`src/rtl/seg_addr_gen.sv`:
```
module seg_addr_gen #(
  parameter int DW    = 16,
  parameter int SHIFT = 4,
  parameter int STEP  = 2
) (
  input  logic                  clk,
  input  logic                  rst_n,
  input  logic                  seg_we,
  input  logic [1:0]            seg_idx,
  input  logic [DW-1:0]         seg_wdata,
  input  logic                  sp_we,
  input  logic [DW-1:0]         sp_wdata,
  input  logic                  acc_valid,
  input  logic [2:0]            acc_kind,
  input  logic [DW-1:0]         acc_off,
  input  logic                  ovr_en,
  input  logic [1:0]            ovr_seg,
  output logic [DW+SHIFT-1:0]   phys_addr,
  output logic [1:0]            seg_code,
  output logic [DW-1:0]         sp_out
);
  localparam int AW = DW + SHIFT;
  localparam logic [DW-1:0] STEP_V = DW'(STEP);
  localparam logic [2:0] K_FETCH = 3'd0, K_PUSH = 3'd2, K_POP = 3'd3, K_STR = 3'd4;

  logic [DW-1:0] seg_q [4];
  logic [DW-1:0] sp_q;
  logic [DW-1:0] off;
  logic [1:0]    code;

  always_comb begin
    off = acc_off;
    case (acc_kind)
      K_FETCH: code = 2'b10;
      K_PUSH:  begin code = 2'b01; off = sp_q - STEP_V; end
      K_POP:   begin code = 2'b01; off = sp_q; end
      K_STR:   code = 2'b00;
      default: code = ovr_en ? ovr_seg : 2'b11;
    endcase
  end

  assign seg_code  = code;
  assign sp_out    = sp_q;
  assign phys_addr = {seg_q[code], {SHIFT{1'b0}}} + {{SHIFT{1'b0}}, off};

  always_ff @(posedge clk or negedge rst_n) begin
    if (!rst_n) begin
      for (int i = 0; i < 4; i++) seg_q[i] <= '0;
    end else if (seg_we) begin
      seg_q[seg_idx] <= seg_wdata;
    end
  end

  always_ff @(posedge clk or negedge rst_n) begin
    if (!rst_n)                               sp_q <= '0;
    else if (sp_we)                           sp_q <= sp_wdata;
    else if (acc_valid && acc_kind == K_PUSH) sp_q <= sp_q - STEP_V;
    else if (acc_valid && acc_kind == K_POP)  sp_q <= sp_q + STEP_V;
  end
endmodule

```
`config.mk`:
```
export PLATFORM = sky130hd
export DESIGN_NAME = seg_addr_gen
export DESIGN_NICKNAME = d
export VERILOG_FILES = /design/src/rtl/seg_addr_gen.sv
export SDC_FILE = /design/constraint.sdc
export NUM_CORES = 1
export LEC_CHECK = 0
export BUFFER_PORTS_ARGS = -buffer_cell sky130_fd_sc_hd__buf_2
export CAP_MARGIN = 20
export CORE_UTILIZATION = 55
export CTS_BUF_LIST = sky130_fd_sc_hd__clkbuf_4 sky130_fd_sc_hd__clkbuf_8 sky130_fd_sc_hd__clkbuf_16
export DETAILED_ROUTE_END_ITERATION = 8
export PLACE_DENSITY = 0.77
export SETUP_SLACK_MARGIN = 0.05
export SYNTH_ARGS = -nofsm -noshare
export SYNTH_HDL_FRONTEND = slang
export SYNTH_SLANG_ARGS = --single-unit
export TNS_END_PERCENT = 1
```
`constraint.sdc`:
```
create_clock -name clk -period 11.1 [get_ports clk]
set_clock_uncertainty 0.1 [all_clocks]
set_input_delay 1.665 -clock clk [delete_from_list [all_inputs] [get_ports clk]]
set_output_delay 1.665 -clock clk [all_outputs]
set_load 0.03 [all_outputs]
```
Word-level counts from Yosys, hierarchy flattened. Cells that the tools add are included.

Register bits after elaboration: 80. Input port bits: 61. Logic and storage cells: 34.

$add $sub $neg: 3. Magnitude comparators: 3. Equal/unequal tests: 3. Mux-type cells: 12. Bitwise logic cells: 2. Reductions and logical operators: 6.

Operators by type and width (count): two-way mux 16 bit (6); bitwise mux 64 bit (1); binary-select mux 16 bit (select 2 bit) (1); demux 16 bit (select 2 bit) (1); case mux 16 bit (2 select lines) (1); adder 20 x 16 -> 20 bit (1); adder 16 x 2 -> 16 bit (second input constant) (1); subtractor 16 x 2 -> 16 bit (second input constant) (1); equality test 3 x 2 -> 1 bit (second input constant) (2); greater-or-equal comparator 3 bit (second input constant) (2); inverter 2 -> 3 bit (2); case mux 2 bit (3 select lines) (1); equality test 3 bit (second input constant) (1); logical AND 1 bit (3); logical NOT 3 bit (1); < comparator 3 x 1 -> 1 bit (second input constant) (1); nonzero test 3 bit (1); two-way mux 2 bit (1); OR reduction 2 bit (1).

Depth between registers and ports, before layout. Gate-level depths: netlist (run 1).

Depth after elaboration: 8. Depth in mapped cells: 15. Gate-level depth less buffers: 14.

Worst setup path after synthesis (run 1). OpenSTA, ideal clock, no wires.

Path kind: input -> output. Start point: input acc_kind[0]. End point: output phys_addr[14]. Arrival time: 5313 ps. Required time: 9335 ps. Path slack: 4022 ps. Stages on the path: 12. Buffers on the path: 2. Path through: clkbuf_2 > o31ai_2 > clkbuf_1 > mux4_2 > ha_1 > fa_1 > a21o_1 > a21oi_1 > o21ai_0 > a21oi_1 > o21ai_0 > xor2_1.

Cells in the longest elaborated chain, start to end: 8. Elaborated cells on any way between the ends: 12.

RTL lines: start: declaration (RTL line 14) `input logic [2:0] acc_kind,`; equality test 3 x 2 -> 1 bit (RTL line 33) `case (acc_kind)`; OR reduction 2 bit (no source line); case mux 2 bit (3 select lines) * (RTL line 33); net seg_code[1] (RTL line 19) `output logic [1:0] seg_code,`; inverter 2 -> 3 bit (implied by the code) * (RTL line 44) `assign phys_addr = {seg_q[code], {SHIFT{1'b0}}} + {{SHIFT{1'b0}}, off};`; binary-select mux 16 bit (select 2 bit) * (RTL line 44); two-way mux 16 bit (implied by the code) * (2 in a row) (RTL line 44); adder 20 x 16 -> 20 bit * (RTL line 44); end: declaration (RTL line 18) `output logic [DW+SHIFT-1:0] phys_addr,`.

The timed path passes the listed nets; every way through them passes the cells marked *. The select of a mux whose other input is x is not followed.

Worst setup path in the final report (run 1).
Start point: input acc_kind[2]. End point: output phys_addr[14].

Cells in the longest elaborated chain, start to end: 8. Elaborated cells on any way between the ends: 12.

RTL lines (RTL line): equality test 3 x 2 -> 1 bit (33); OR reduction 2 bit (no source line); case mux 2 bit (3 select lines) (33); inverter 2 -> 3 bit (implied by the code) (44); binary-select mux 16 bit (select 2 bit) (44); two-way mux 16 bit (implied by the code) (2 in a row) (44); adder 20 x 16 -> 20 bit * (44).

Mark *: on every way between the ends. The rest lies on a longest branch, timed or not. The select of a mux whose other input is x is not followed.

==> flow_metrics.env, run 1 <==
export IMPL_synthArstFlopShare_pct=100
export IMPL_rrSetupSlack_ps=8730
export IMPL_fill_cells=703
export IMPL_r2r_cells=6
export IMPL_fin_crit_ps=7490
export IMPL_r2r_start="sp_out[3]$_DFFE_PN0N_"
export IMPL_syn_avg_cell_area_um2=11.0
export IMPL_h_tree_depth=3
export IMPL_relSlewSlack_pct=33.4
export IMPL_grt_pass1_vias=3578
export IMPL_power_leakage_uw=0.00245
export IMPL_routedWlPerCell_um=17.2
export IMPL_num_vias=3767
export IMPL_max_freq_mhz=133
export IMPL_layout_nets=605
export IMPL_final_setup_tns_ps=0
export IMPL_yosysUniqueCellTypes=51
export IMPL_syn_cell_area_um2=4900
export IMPL_ir_drop_mv=0.146
export IMPL_seq_area_frac_synth_pct=40.9
export IMPL_min_path_type="flop to flop"
export IMPL_cp_max_fo=32
export IMPL_grt_usage_pct=25.1
export IMPL_num_antenna_cells=0
export IMPL_cts_reportedPaths_clkPinSlew_ps=90
export IMPL_synth_edff_count=0
export IMPL_port_buffers=98
export IMPL_cts_repair_resized=0
export IMPL_cts_buffers=9
export IMPL_cts_tree="done"
export IMPL_cp_end_kind="primary output"
export IMPL_area_delta_synth_final_pct=15.9
export IMPL_clock_path_buffers=2
export IMPL_cts_setup_buffers=0
export IMPL_pwr_density_cell_nw_per_um2=180
export IMPL_worstHoldEndpoint="seg_q[45]$_DFFE_PN0P_"
export IMPL_synth_seq_cells=80
export IMPL_core_area_um2=8680
export IMPL_routed_wl_um=11100
export IMPL_drt_first_pass_iters=5
export IMPL_fin_total_pwr_uw=1020
export IMPL_reg2reg_to="sp_out[9]$_DFFE_PN0N_"
export IMPL_grt_max_degree=81
export IMPL_drc=0
export IMPL_antenna_found_initial=0
export IMPL_fin_crit_sh_pct=67.5
export IMPL_tightestPinTransition_ps=996
export IMPL_synth_nets=520
export IMPL_multiInputGateArea_um2=2740
export IMPL_synth_top_flop_cell="dfrtp_1"
export IMPL_holdBufCountCts=0
export IMPL_die_h_um=96.4
export IMPL_setup_viol=0
export IMPL_vias_per_cell=5.87
export IMPL_slew_violations=0
export IMPL_clkSinkCount=80
export IMPL_drt_iter0_drc=192
export IMPL_grt_pass1_wl_um=17300
export IMPL_die_area_um2=9290
export IMPL_cp_data_arrival_time_ps=5730
export IMPL_hold_violations=0
export IMPL_rows=34
export IMPL_hold_start="seg_q[45]$_DFFE_PN0P_"
export IMPL_synthCells=444
export IMPL_drive_above_1_share_pct=39.9
export IMPL_crit_type="primary input to primary output"
export IMPL_status="complete, no violations"
export IMPL_ant_nets=0
export IMPL_start_kind="primary input"
export IMPL_min_path_cells=1
export IMPL_clk_latency_ps=360
export IMPL_worstPathRequired_ps=9340
export IMPL_grt_overflow_total=0
export IMPL_maxCapViolCount=0
export IMPL_regArea_um2=2000
export IMPL_start_util_pct=56.4
export IMPL_gp_congestion=0.900
export IMPL_yosys_warnings=0
export IMPL_rsz0062_at_grt="no"
export IMPL_io_pins=99
export IMPL_die_x_um=96.4
export IMPL_post_dp_hpwl_um=7990
export IMPL_cts_root_buf="clkbuf_8"
[state kept, by name (all words and copies together), names as in the netlist]
signal	flops
sp_out	16
seg_q	64
[Yosys cell counts (all sizes together) (7+ instances only)]
| cell type | instances | area share, % |
|---|---|---|
| a21oi | 17 | 1.7 |
| nor4 | 7 | 0.89 |
| mux2 | 72 | 17 |
| clkbuf | 21 | 1.6 |
| dfrtp | 80 | 41 |
| o21ai | 34 | 3.5 |
| xor2 | 17 | 3.0 |
| nor2 | 19 | 1.5 |
| xnor2 | 25 | 4.5 |
| buf | 7 | 1.0 |
| mux4 | 16 | 7.5 |
| nand2 | 44 | 3.4 |
| nand3 | 10 | 1.0 |
| nor3 | 10 | 1.3 |
| inv | 8 | 0.61 |
| ha | 14 | 3.6 |
[layout make-up]
class,instances,area share [%]
multi-input combinational,328,48.3
sequential,80,35.3
timing repair buffer,102,9.56
tap,108,2.38
clock buffer,9,2.18
clock inverter,7,1.81
inverter,8,0.529
[cell usage in the layout (no fill, tap or decap), types with 8 or more instances in the layout]
master / instances
xor2_1: 17
a21oi_1: 17
clkbuf_8: 9
nand3_1: 10
nand2_1: 44
ha_1: 14
xnor2_1: 25
buf_2: 97
mux4_2: 14
inv_1: 8
o21ai_0: 32
mux2_2: 72
nor2_1: 18
dfrtp_1: 80
nor3_1: 9
[stage by stage]
stage | std cells | hold slack, ps | util, % | setup slack, ps | area [um2]
finish | 642 | 407 | 65.4 | 3610 | 5680
global route | 642 | 418 | 65.4 | 3250 | 5680
CTS | 641 | 409 | 65.1 | 3610 | 5650
detailed placement | 625 | 387 | 62.5 | 3640 | 5420
global placement | 625 | 380 | 62.5 | 3700 | 5420
floorplan | 444 | 370 | - | 4020 | 4900
[power breakdown]
part	leakage, uW	internal [uW]	switching (uW)	total (uW)
registers	0.000948	341	37.6	379
logic	0.00140	163	232	395
clock network	0.000104	129	118	247
total	0.00245	633	387	1020
[worst max path at each step]
stage	slack, ps	end	depth (start not counted)	startpoint
after global routing	3250	phys_addr[17]	13	acc_kind[2]
after floorplan	4020	phys_addr[14]	12	acc_kind[0]
after global placement	3700	phys_addr[19]	13	acc_kind[2]
after CTS	3610	phys_addr[14]	14	acc_kind[2]
after detailed placement	3640	phys_addr[14]	14	acc_kind[2]
final	3610	phys_addr[14]	14	acc_kind[2]
[worst max-delay path: stages]
cell and delay [ps]:
buf_2 130, nand2b_1 570, a31oi_2 370, buf_4 350, mux4_2 550, ha_1 240
fa_1 410, a21o_1 180, a21oi_1 310, o21ai_0 160, a21oi_1 270, o21ai_0 140
xor2_1 160, buf_2 220
[routing by layer]
layer,track usage (%),wire [um]
met3,3.68,579
met2,42.6,5500
met4,10.5,209
met5,0,0
met1,32.2,4760
[kinds of logic after synthesis]
kind of cell             count (synthesis)  synth area share, %
buffers and inverters                   36                 3.27
AND/OR/NAND/NOR                        116                 12.1
adder cells (fa/ha/maj)                 15                 3.98
AO/OA/AOI/OAI                           67                 8.17
flip-flops                              80                 40.9
XOR/XNOR                                42                 7.51
multiplexers                            88                 24.1
Power figures use the tool's default switching activity.
==> inputs of run 2 (changes only) <==
Settings changed: CORE_UTILIZATION 55 to 50, PLACE_DENSITY 0.77 to 0.74.
Clock period 11.1 ns to 6.03 ns, I/O delays scaled along.
==> run 2 against run 1 <==
Final area decreased by 0.13%. Final cell count grew 3.3%. Sequential cell count stayed put. Utilization is 4.9 points lower. Wire length decreased by 1.2%. Largest cell class unchanged. Largest power group unchanged.
==> flow_metrics.env, run 2 (synthesis gave the netlist of run 1 again) <==
export IMPL_drive_above_1_share_pct=39.9
export IMPL_final_setup_tns_ps=0
export IMPL_die_x_um=101
export IMPL_cts_repair_resized=0
export IMPL_cp_end_kind="primary output"
export IMPL_cts_reportedPaths_clkPinSlew_ps=80
export IMPL_ir_drop_mv=0.234
export IMPL_start_util_pct=52.3
export IMPL_num_vias=3717
export IMPL_rows=35
export IMPL_rrSetupSlack_ps=3690
export IMPL_grt_overflow_total=0
export IMPL_gp_congestion=0.913
export IMPL_area_delta_synth_final_pct=15.8
export IMPL_p_sw_share_pct=38.9
export IMPL_drt_iter0_drc=123
export IMPL_drc=0
export IMPL_crit_top_cell="buf_2"
export IMPL_io_pins=99
export IMPL_fin_total_pwr_uw=1790
export IMPL_worstPathCellList="buf_2 > nor2_1 > a31oi_2 > buf_4 > mux4_2 > ha_1 > a211oi_1 > nor3_1 > a2111oi_2 > o21ai_0 > nand4_1 > xnor2_1 > buf_2"
export IMPL_start_kind="primary input"
export IMPL_grt_pass1_wl_um=18100
export IMPL_grt_pass1_vias=3770
export IMPL_slowest_delay_ps=580
export IMPL_comb_power_share_pct=40.7
export IMPL_slew_violations=0
export IMPL_fin_crit_sh_pct=89.9
export IMPL_whs_ps=304
export IMPL_die_area_um2=10200
export IMPL_vias_per_cell=5.61
export IMPL_grt_usage_pct=23.1
export IMPL_clk_latency_ps=340
export IMPL_reg2reg_to="sp_out[13]$_DFFE_PN0N_"
export IMPL_setup_viol=0
export IMPL_cp_max_fo=17
export IMPL_routed_wl_um=10900
export IMPL_h_tree_depth=3
export IMPL_min_path_type="primary input to asynchronous set/reset pin"
export IMPL_routedWlPerCell_um=16.5
export IMPL_core_area_um2=9370
export IMPL_worstPathRequired_ps=5030
export IMPL_p_int_uw=1090
export IMPL_p_clk_share_pct=20.3
export IMPL_num_antenna_cells=0
export IMPL_maxCapViolCount=0
export IMPL_grt_max_degree=81
export IMPL_port_buffers=98
export IMPL_top_register="seg_q"
export IMPL_largest_register_ffs=64
export IMPL_critPathSlowestCell="mux4_2"
export IMPL_cts_setup_buffers=0
export IMPL_clock_path_buffers=2
export IMPL_cts_tree="done"
export IMPL_power_leakage_uw=0.00244
export IMPL_max_freq_mhz=184
export IMPL_rsz0062_at_grt="no"
export IMPL_layout_common_cells="buf_2 (97), dfrtp_1 (80), mux2_2 (72)"
export IMPL_r2r_start="sp_out[9]$_DFFE_PN0N_"
export IMPL_drt_first_pass_iters=4
export IMPL_layout_nets=606
export IMPL_antenna_found_initial=0
export IMPL_relSlewSlack_pct=35.7
export IMPL_power_switching_uw=694
export IMPL_die_h_um=101
export IMPL_hold_violations=0
export IMPL_r2r_cells=6
export IMPL_cts_root_buf="clkbuf_8"
export IMPL_cp_data_arrival_time_ps=4420
export IMPL_clkSinkCount=80
export IMPL_ant_nets=0
export IMPL_tightestPinTransition_ps=961
export IMPL_pwr_share_seq_pct=39.0
export IMPL_holdBufCountCts=0
export IMPL_cts_buffers=9
export IMPL_layout_commonest_cell="buf_2"
export IMPL_status="complete, no violations"
export IMPL_fin_crit_ps=5420
export IMPL_post_dp_hpwl_um=8100
export IMPL_crit_type="primary input to primary output"
export IMPL_pwr_density_cell_nw_per_um2=315
==> run 2: cell count changes in the layout (fill, tap and decap cells not counted) <==
cell	delta
nor3b_2	-1
buf_4	+1
bufinv_16	-2
clkinvlp_4	-1
nor3b_4	+1
clkbuf_8	+1
clkinv_4	+1
inv_6	+1
inv_8	-1
==> run 2: cell type report <==
type                       count  area, um2
sequential                    80       2000
clock inverter                 5       41.3
fill                         833       3700
multi-input combinational    328       2750
tap                          129        161
timing repair buffer         103        551
inverter                       8       30.0
clock buffer                  10        138
==> run 2: through the flow <==
step                utilization (%)  setup WS (ps)  instance area [um2]  cells
finish                         60.5            609                 5670    663
CTS                            60.2            592                 5640    662
global route                   60.5            331                 5670    663
global placement               58.3            681                 5460    647
detailed placement             58.3            619                 5460    647
floorplan                         -            473                 4900    444
==> run 2: how the worst max path moves through the flow <==
stage	depth (start not counted)	end	startpoint	slack, ps
2_1_floorplan	12	phys_addr[14]	acc_kind[0]	470
4_1_cts	13	phys_addr[19]	acc_kind[0]	590
6_report	13	phys_addr[19]	acc_kind[0]	610
3_5_place_dp	13	phys_addr[19]	acc_kind[0]	620
3_3_place_gp	13	phys_addr[19]	acc_kind[0]	680
5_1_grt	13	phys_addr[17]	acc_kind[0]	330
==> run 2: worst max-delay path, delay by kind of cell <==
family	cells	cell delay (ps)
buffers and inverters	3	800
XOR/XNOR	1	120
adder cells (fa/ha/maj)	1	320
AND/OR/NAND/NOR	3	410
multiplexers	1	580
AO/OA/AOI/OAI	4	1250
==> run 2: layer usage <==
metal  vias to the layer above  track usage (%)  wire [um]
met1                      1815             28.6       4790
met3                        13             4.09        528
met2                       110             41.0       5470
met5                         -                0          0
met4                         0             7.13        122
li1                       1779                -          -
==> run 2: power groups by stage <==
stage / Combinational (uW) / Clock, uW / Sequential (uW)
floorplan: 541 / 0 / 692
global placement: 712 / 0 / 699
detailed placement: 727 / 0 / 706
CTS: 730 / 374 / 695
global route: 789 / 395 / 710
finish: 727 / 362 / 697
